===== src/rtl/lpg_pkg.sv =====
package lpg_pkg;
  localparam int NPORTS = 2;

  typedef enum logic [1:0] {
    MAP_P0    = 2'd0,
    MAP_P1    = 2'd1,
    MAP_DUMMY = 2'd2,
    MAP_NONE  = 2'd3
  } slot_map_e;
endpackage


===== src/rtl/lpg_pin_latch.sv =====
module lpg_pin_latch #(
  parameter int NPORTS = 2
) (
  input  logic              clk,
  input  logic              rst,
  input  logic              host_rst_n,
  input  logic              ib_rst_end,
  input  logic [NPORTS-1:0] port_off_n,
  output logic [NPORTS-1:0] lat_dis
);
  logic host_q;
  logic capture;

  // rst leaves host_q low, so a released host reset is captured right after
  assign capture = (host_rst_n & ~host_q) | ib_rst_end;

  always_ff @(posedge clk) begin
    if (rst) begin
      host_q  <= 1'b0;
      lat_dis <= '0;
    end else begin
      host_q <= host_rst_n;
      if (capture) lat_dis <= ~port_off_n;
    end
  end
endmodule


===== src/rtl/lpg_dev_sync.sv =====
module lpg_dev_sync #(
  parameter int STAGES = 2
) (
  input  logic clk,
  input  logic rst,
  input  logic dev_off_n,
  output logic dev_sync,
  output logic dev_pd
);
  logic [STAGES-1:0] chain;

  always_ff @(posedge clk) begin
    if (rst) chain <= '0;
    else     chain <= {chain[STAGES-2:0], ~dev_off_n};
  end

  assign dev_sync = chain[STAGES-1];
  // raise without a clock, drop only once the synchronized copy clears
  assign dev_pd   = ~dev_off_n | dev_sync;
endmodule


===== src/rtl/lpg_fn_map.sv =====
module lpg_fn_map
  import lpg_pkg::*;
(
  input  logic       clk,
  input  logic       rst,
  input  logic [1:0] port_gone,
  input  logic       fn_sel,
  input  logic       dev_sync,
  output logic [1:0] slot0_map,
  output logic [1:0] slot1_map,
  output logic       fn_all_off
);
  slot_map_e s0_n, s1_n;
  logic      off_n;

  always_comb begin
    off_n = 1'b0;
    s0_n  = MAP_NONE;
    s1_n  = MAP_NONE;
    if (dev_sync || (&port_gone)) begin
      off_n = 1'b1;
    end else if (port_gone == 2'b00) begin
      s0_n = fn_sel ? MAP_P1 : MAP_P0;
      s1_n = fn_sel ? MAP_P0 : MAP_P1;
    end else begin
      // one port left: the slot meant for the lost port is dummy or absent
      if (port_gone[0]) begin
        s0_n = fn_sel ? MAP_P1 : MAP_DUMMY;
        s1_n = fn_sel ? MAP_NONE : MAP_P1;
      end else begin
        s0_n = fn_sel ? MAP_DUMMY : MAP_P0;
        s1_n = fn_sel ? MAP_P0 : MAP_NONE;
      end
    end
  end

  always_ff @(posedge clk) begin
    if (rst) begin
      slot0_map  <= MAP_P0;
      slot1_map  <= MAP_P1;
      fn_all_off <= 1'b0;
    end else begin
      slot0_map  <= s0_n;
      slot1_map  <= s1_n;
      fn_all_off <= off_n;
    end
  end
endmodule


===== src/rtl/lpg_top.sv =====
module lpg_top
  import lpg_pkg::*;
#(
  parameter int SYNC_STAGES = 2
) (
  input  logic       clk,
  input  logic       rst,
  input  logic       host_rst_n,
  input  logic       ib_rst_end,
  input  logic [1:0] port_off_n,
  input  logic       dev_off_n,
  input  logic       cfg_pin_pd_en,
  input  logic [1:0] cfg_lan_off,
  input  logic [1:0] cfg_fn_off,
  input  logic       fn_sel,
  output logic [1:0] port_pd,
  output logic       dev_pd,
  output logic [1:0] slot0_map,
  output logic [1:0] slot1_map,
  output logic       fn_all_off
);
  logic [NPORTS-1:0] lat_dis;
  logic [NPORTS-1:0] port_gone;
  logic              dev_sync;

  lpg_pin_latch #(.NPORTS(NPORTS)) u_latch (
    .clk        (clk),
    .rst        (rst),
    .host_rst_n (host_rst_n),
    .ib_rst_end (ib_rst_end),
    .port_off_n (port_off_n),
    .lat_dis    (lat_dis)
  );

  lpg_dev_sync #(.STAGES(SYNC_STAGES)) u_dev (
    .clk       (clk),
    .rst       (rst),
    .dev_off_n (dev_off_n),
    .dev_sync  (dev_sync),
    .dev_pd    (dev_pd)
  );

  genvar gi;
  generate
    for (gi = 0; gi < NPORTS; gi++) begin : g_port
      assign port_gone[gi] = lat_dis[gi] | cfg_lan_off[gi] | cfg_fn_off[gi];
      always_ff @(posedge clk) begin
        if (rst) port_pd[gi] <= 1'b0;
        else     port_pd[gi] <= (lat_dis[gi] & cfg_pin_pd_en) | cfg_lan_off[gi];
      end
    end
  endgenerate

  lpg_fn_map u_map (
    .clk        (clk),
    .rst        (rst),
    .port_gone  (port_gone),
    .fn_sel     (fn_sel),
    .dev_sync   (dev_sync),
    .slot0_map  (slot0_map),
    .slot1_map  (slot1_map),
    .fn_all_off (fn_all_off)
  );
endmodule


===== config.mk =====
export PLATFORM = sky130hd
export DESIGN_NAME = lpg_top
export DESIGN_NICKNAME = d
export VERILOG_FILES = /design/src/rtl/lpg_pkg.sv /design/src/rtl/lpg_pin_latch.sv /design/src/rtl/lpg_dev_sync.sv /design/src/rtl/lpg_fn_map.sv /design/src/rtl/lpg_top.sv
export SDC_FILE = /design/constraint.sdc
export NUM_CORES = 1
export LEC_CHECK = 0
export ABC_AREA = 1
export BUFFER_PORTS_ARGS = -buffer_cell sky130_fd_sc_hd__buf_2
export CORE_MARGIN = 3
export CORE_UTILIZATION = 25
export CTS_CLUSTER_SIZE = 25
export DETAILED_ROUTE_END_ITERATION = 10
export PLACE_DENSITY = 0.56
export SLEW_MARGIN = 20
export SYNTH_ARGS = -nofsm -noshare
export SYNTH_HDL_FRONTEND = slang
export SYNTH_SLANG_ARGS = --single-unit

===== constraint.sdc =====
create_clock -name clk -period 1.5 [get_ports clk]
set_input_delay 0 -clock clk [delete_from_list [all_inputs] [get_ports clk]]
set_output_delay 0 -clock clk [all_outputs]
set_load 0.01 [all_outputs]

==> results of run 1 <==
[repair_timing]
| item | 4_1_cts | 5_1_grt |
|---|---|---|
| endpoints found under the hold margin | 6 | 0 |
| resized for setup | 0 | 0 |
| hold buffers | 7 | 0 |
[synthesized netlist by cell type (all sizes together)]
library cell   n  area (sq um)
inv           10         37.53
buf            1         11.26
dfxtp         12         240.2
nand3          3         15.01
ha             2         25.02
nor2           7         28.78
a21oi          7         46.30
o21ai          2         10.01
nand2         11         46.29
o21bai         1         7.510
[final timing paths]
path                      startpoint              to  depth (start not counted)
setup / recovery                 rst      port_pd[0]                          4
hold / removal        cfg_lan_off[1]      port_pd[1]                          3
setup reg to reg  u_latch.lat_dis[0]      port_pd[0]                          3
hold reg to reg       u_dev.chain[0]  u_dev.chain[1]                          2
[power groups by stage]
| stage | registers [uW] | logic [uW] | clock network [uW] |
|---|---|---|---|
| after floorplan | 362 | 50.1 | 0 |
| final | 348 | 107 | 251 |
| after CTS | 348 | 107 | 265 |
| after detailed placement | 356 | 92.8 | 0 |
| after global placement | 355 | 93.4 | 0 |
| after global routing | 351 | 122 | 282 |
[per-stage QoR]
| step | total power (uW) | utilization |
|---|---|---|
| 2_1_floorplan | 412.1 | - |
| 3_3_place_gp | 447.9 | 0.3369 |
| 3_5_place_dp | 448.4 | 0.3369 |
| 4_1_cts | 720.6 | 0.3978 |
| 5_1_grt | 754.6 | 0.3978 |
| 6_report | 706.0 | 0.3978 |
[critical path, stage by stage]
cell and delay [ns]:
dlygate4sd3_1 0.53, buf_2 0.18, a21oi_1 0.12, dlygate4sd3_1 0.55
[registers in the layout (all words and copies together), names as in the netlist]
register          flops
u_latch.lat_dis       2
u_map.slot0_map       2
u_map.fn_all_off      1
u_latch.host_q        1
port_pd               2
u_map.slot1_map       2
u_dev.chain           2
[cells in the final DEF, fill, tap and decap left out, drive strengths merged]
| master | n |
|---|---|
| nand2 | 11 |
| dlygate4sd3 | 7 |
| inv | 10 |
| buf | 20 |
| a21oi | 7 |
| clkbuf | 4 |
| o21ai | 2 |
| o21bai | 1 |
| dfxtp | 12 |
| nand3 | 3 |
| ha | 2 |
| nor2 | 7 |
[cells by family after synthesis]
family                   after synthesis  synth area share
AO/OA/AOI/OAI                         10            0.1364
adder cells (fa/ha/maj)                2           0.05347
buffers and inverters                 11            0.1043
flip-flops                            12            0.5134
AND/OR/NAND/NOR                       21            0.1925
[layer usage]
metal  track usage  up-vias
met5             0        -
met4       0.02844        0
met3       0.05505        2
li1              -      233
met2        0.1250       16
met1       0.09870      183
[final cells by class]
type	count	area [sq um]	share of cell area
inverters	10	37.54	0.05405
repair buffers	27	170.2	0.2450
multi-input cells	33	178.9	0.2577
flip-flops and latches	12	240.2	0.3459
well taps	25	31.28	0.04505
clock buffers	4	36.28	0.05225
==> flow_metrics.env, run 1 <==
export IMPL_status="complete, no violations"
export IMPL_final_min_clock_period_ns=1.164
export IMPL_peakVddDrop_mv=0.6132
export IMPL_vias_per_cell=3.910
export IMPL_synth_avg_cell_area_sq_um=8.356
export IMPL_synth_warnings=0
export IMPL_syn_area_sq_um=467.9
export IMPL_max_freq_mhz=858.8
export IMPL_worstSetupPathType="in -> reg"
export IMPL_maxCapViolations=0
export IMPL_worstSetupStartpointType="input pin"
export IMPL_fin_cells=111
export IMPL_holdWs_ns=0.01520
export IMPL_die_x_um=49.27
export IMPL_clk_path_buf_depth=2
export IMPL_final_nets=102
export IMPL_die_h_um=49.27
export IMPL_worstSkewPairLatency_ns=0.27
export IMPL_drt_initial_drc_count=5
export IMPL_wl_met1_um=420
export IMPL_synth_nets=71
export IMPL_power_switching_uw=165.4
export IMPL_die_area_sq_um=2427
export IMPL_leakagePower_uw=0.0003567
export IMPL_cts_sinks=12
export IMPL_slew_violations=0
export IMPL_h_tree_depth=1
export IMPL_worst_slack_ns=0.3356
export IMPL_fillers=177
export IMPL_rsz0062_at_grt="false"
export IMPL_wire_per_inst_um=8.081
export IMPL_postRouteAntennaNets=0
export IMPL_n_antenna_cell=0
export IMPL_final_area_sq_um=694.4
export IMPL_finClkSkew_ns=0.006176
export IMPL_drcViolationCount=0
export IMPL_rows=15
export IMPL_grt_usage=0.08498
export IMPL_overflow=0
export IMPL_p_per_area_nw_per_um2=1017
export IMPL_place_ws_ns=0.3932
export IMPL_hp_class="in -> reg"
export IMPL_num_vias=434
export IMPL_cts_buffers=3
export IMPL_r2r_setup_slack_ns=0.36
export IMPL_p_sw_frac=0.2343
export IMPL_relSlewSlack=0.8301
export IMPL_power_frac_comb=0.151
export IMPL_post_cts_buffers=0
export IMPL_post_dp_cell_area_sq_um=588.1
export IMPL_top_layer="met4"
export IMPL_gp_congestion=0.7388
export IMPL_grt_pass1_wl_um=1566
export IMPL_antenna_found_initial=0
export IMPL_crit_arrival_ns=1.38
export IMPL_grt_start_max_net_pins=10
export IMPL_ioPinCount=21
export IMPL_tightest_slew_ns=0.2543
export IMPL_finalSetupTns_ns=0
export IMPL_internal_power_uw=540.6
export IMPL_ys_types=14
export IMPL_netlist_instances=56
export IMPL_dr_pass1_iters=4
export IMPL_fp_coreArea_sq_um=1745
export IMPL_dp_cells=100
export IMPL_grt_pass1_vias=395
export IMPL_wl_met2_um=370
export IMPL_drive_gt1_frac=0.3372
export IMPL_routed_wl_um=897
export IMPL_finalHoldViolCount=0
export IMPL_cp_end_kind="flop"
export IMPL_crit_fanout=9
export IMPL_port_buffers=20
export IMPL_dp_hpwl_um=674.6
export IMPL_cp_required_ns=1.72
export IMPL_initial_core_util=0.2681
export IMPL_p_seq_frac=0.493
export IMPL_synth_seq_cells=12
export IMPL_yosysSeqAreaShare=0.5134
export IMPL_wl_met3_um=92
export IMPL_cts_tree="yes"
export IMPL_areaGrowthSynthToFinish_pct=48.40
export IMPL_period_share=0.7763
export IMPL_clock_power_share=0.356
export IMPL_path_clk_slew_ns=0.08
export IMPL_cts_root_buf="clkbuf_4"
export IMPL_finalSetupViolations=0
No activity file was read; power rests on OpenSTA's default activity.
==> run 2, diff against run 1 <==
==> constraint.sdc (replaced) <==
create_clock -name clk -period 1.1 [get_ports clk]
set_input_delay 0 -clock clk [delete_from_list [all_inputs] [get_ports clk]]
set_output_delay 0 -clock clk [all_outputs]
set_load 0.01 [all_outputs]
==> flow_metrics.env, run 2 (synthesis results as in run 1) <==
export IMPL_status="complete, no violations"
export IMPL_drcViolationCount=0
export IMPL_routed_wl_um=971
export IMPL_finClkSkew_ns=0.002306
export IMPL_relSlewSlack=0.8328
export IMPL_final_min_clock_period_ns=1.047
export IMPL_die_x_um=49.27
export IMPL_ioPinCount=21
export IMPL_drt_initial_drc_count=5
export IMPL_final_cell_mix="buf_2, dfxtp_1, inv_1, nand2_1"
export IMPL_leakagePower_uw=0.0003497
export IMPL_p_per_area_nw_per_um2=1271
export IMPL_peakVddDrop_mv=0.6302
export IMPL_dr_pass1_iters=4
export IMPL_path_clk_slew_ns=0.07
export IMPL_fillers=193
export IMPL_areaGrowthSynthToFinish_pct=48.40
export IMPL_cts_sinks=12
export IMPL_worstSetupPathType="reg -> reg"
export IMPL_grt_start_max_net_pins=10
export IMPL_dp_hpwl_um=717.7
export IMPL_regArea_sq_um=241.5
export IMPL_finalSetupViolations=0
export IMPL_worstSkewPairLatency_ns=0.26
export IMPL_maxCapViolations=0
export IMPL_cts_tree="yes"
export IMPL_cts_buffers=3
export IMPL_reg2reg_depth=6
export IMPL_gp_congestion=0.7310
export IMPL_power_uw=882.3
export IMPL_crit_fanout=3
export IMPL_hp_class="in -> reg"
export IMPL_grt_pass1_wl_um=1711
export IMPL_final_nets=102
export IMPL_layout_commonest_cell="buf_2"
export IMPL_slew_violations=0
export IMPL_tightest_slew_ns=0.2502
export IMPL_rsz0062_at_grt="true"
export IMPL_grt_pass1_vias=432
export IMPL_n_antenna_cell=0
export IMPL_grt_usage=0.09834
export IMPL_overflow=0
export IMPL_multi_input_area_sq_um=193.9
export IMPL_worstSetupStartpointType="flop"
export IMPL_h_tree_depth=1
export IMPL_postRouteAntennaNets=0
export IMPL_antenna_found_initial=0
export IMPL_drive_gt1_frac=0.3765
export IMPL_port_buffers=20
export IMPL_die_area_sq_um=2427
export IMPL_finalHoldViolCount=0
export IMPL_hold_depth=3
export IMPL_cp_end_kind="flop"
export IMPL_fp_coreArea_sq_um=1745
export IMPL_period_share=0.9518
export IMPL_max_freq_mhz=955.1
export IMPL_num_vias=425
export IMPL_finalSetupTns_ns=0
export IMPL_vias_per_cell=3.864
export IMPL_cts_root_buf="clkbuf_4"
export IMPL_rows=15
export IMPL_initial_core_util=0.2681
export IMPL_crit_arrival_ns=1.20
export IMPL_wire_per_inst_um=8.827
export IMPL_cp_required_ns=1.25
export IMPL_clk_path_buf_depth=2
export IMPL_die_h_um=49.27
==> run 2: cell types whose count changed in the layout (fill, tap and decap cells not counted), sizes merged <==
cell / before / now
clkbuf: 4 / 3
buf: 20 / 21
dlygate4sd3: 7 / 6
==> run 2: per-stage QoR <==
step	utilization	cell area [sq um]	hold WS (ns)	setup slack [ns]	std cells
6_report	0.3978	694.4	0.03063	0.05299	110
4_1_cts	0.3957	690.7	0.01547	0.02834	110
2_1_floorplan	-	467.9	0.06669	0.04719	56
5_1_grt	0.3978	694.4	0.03605	-0.01183	110
3_5_place_dp	0.3412	595.6	0.1716	0.01340	101
3_3_place_gp	0.3412	595.6	0.1669	0.02903	101
==> run 2: final timing paths <==
path	startpoint	end	slack (ns)
setup / recovery	u_latch.lat_dis[0]	u_map.slot1_map[1]	0.05
hold / removal	cfg_lan_off[0]	port_pd[0]	0.03
setup reg to reg	u_latch.lat_dis[0]	u_map.slot1_map[1]	0.05
hold reg to reg	u_dev.chain[0]	u_dev.chain[1]	0.40
==> run 2: power by group <==
part           leakage [uW]  total (uW)  switching, uW  internal, uW
Sequential         0.000100         475           10.8           464
Clock             0.0000138         253            127           127
Combinational      0.000236         154           77.4          76.7
==> run 2: per-layer routing <==
metal  vias up  wire length, um  global-route usage
li1        231                -                   -
met1       172              415              0.1059
met2        17              441              0.1473
met3         5               88             0.04893
met4         0               25             0.07109
met5         -                0                   0
==> run 2: worst max-delay path, stage by stage, from the launching register on <==
cell     delay (ns)
dfxtp_2        0.32
nor2_2         0.09
nand2_2        0.11
ha_4           0.28
inv_1          0.03
nand2_1        0.05
a21oi_1        0.05
==> run 2: cell type report <==
class | instances | share of cell area
Timing Repair Buffer | 27 | 0.2414
Sequential cell | 12 | 0.3477
Multi-Input combinational cell | 33 | 0.2793
Tap cell | 25 | 0.04505
Inverter | 10 | 0.05405
Clock buffer | 3 | 0.03243
==> run 2: repair_timing <==
item                                    CTS  global route
cloned                                    0             0
hold buffers                              6             0
setup buffers                             0             0
gates resized for setup                   1             2
pin swaps                                 0             3
endpoints found under the setup margin    1             3
hold endpoints to repair                  7             0
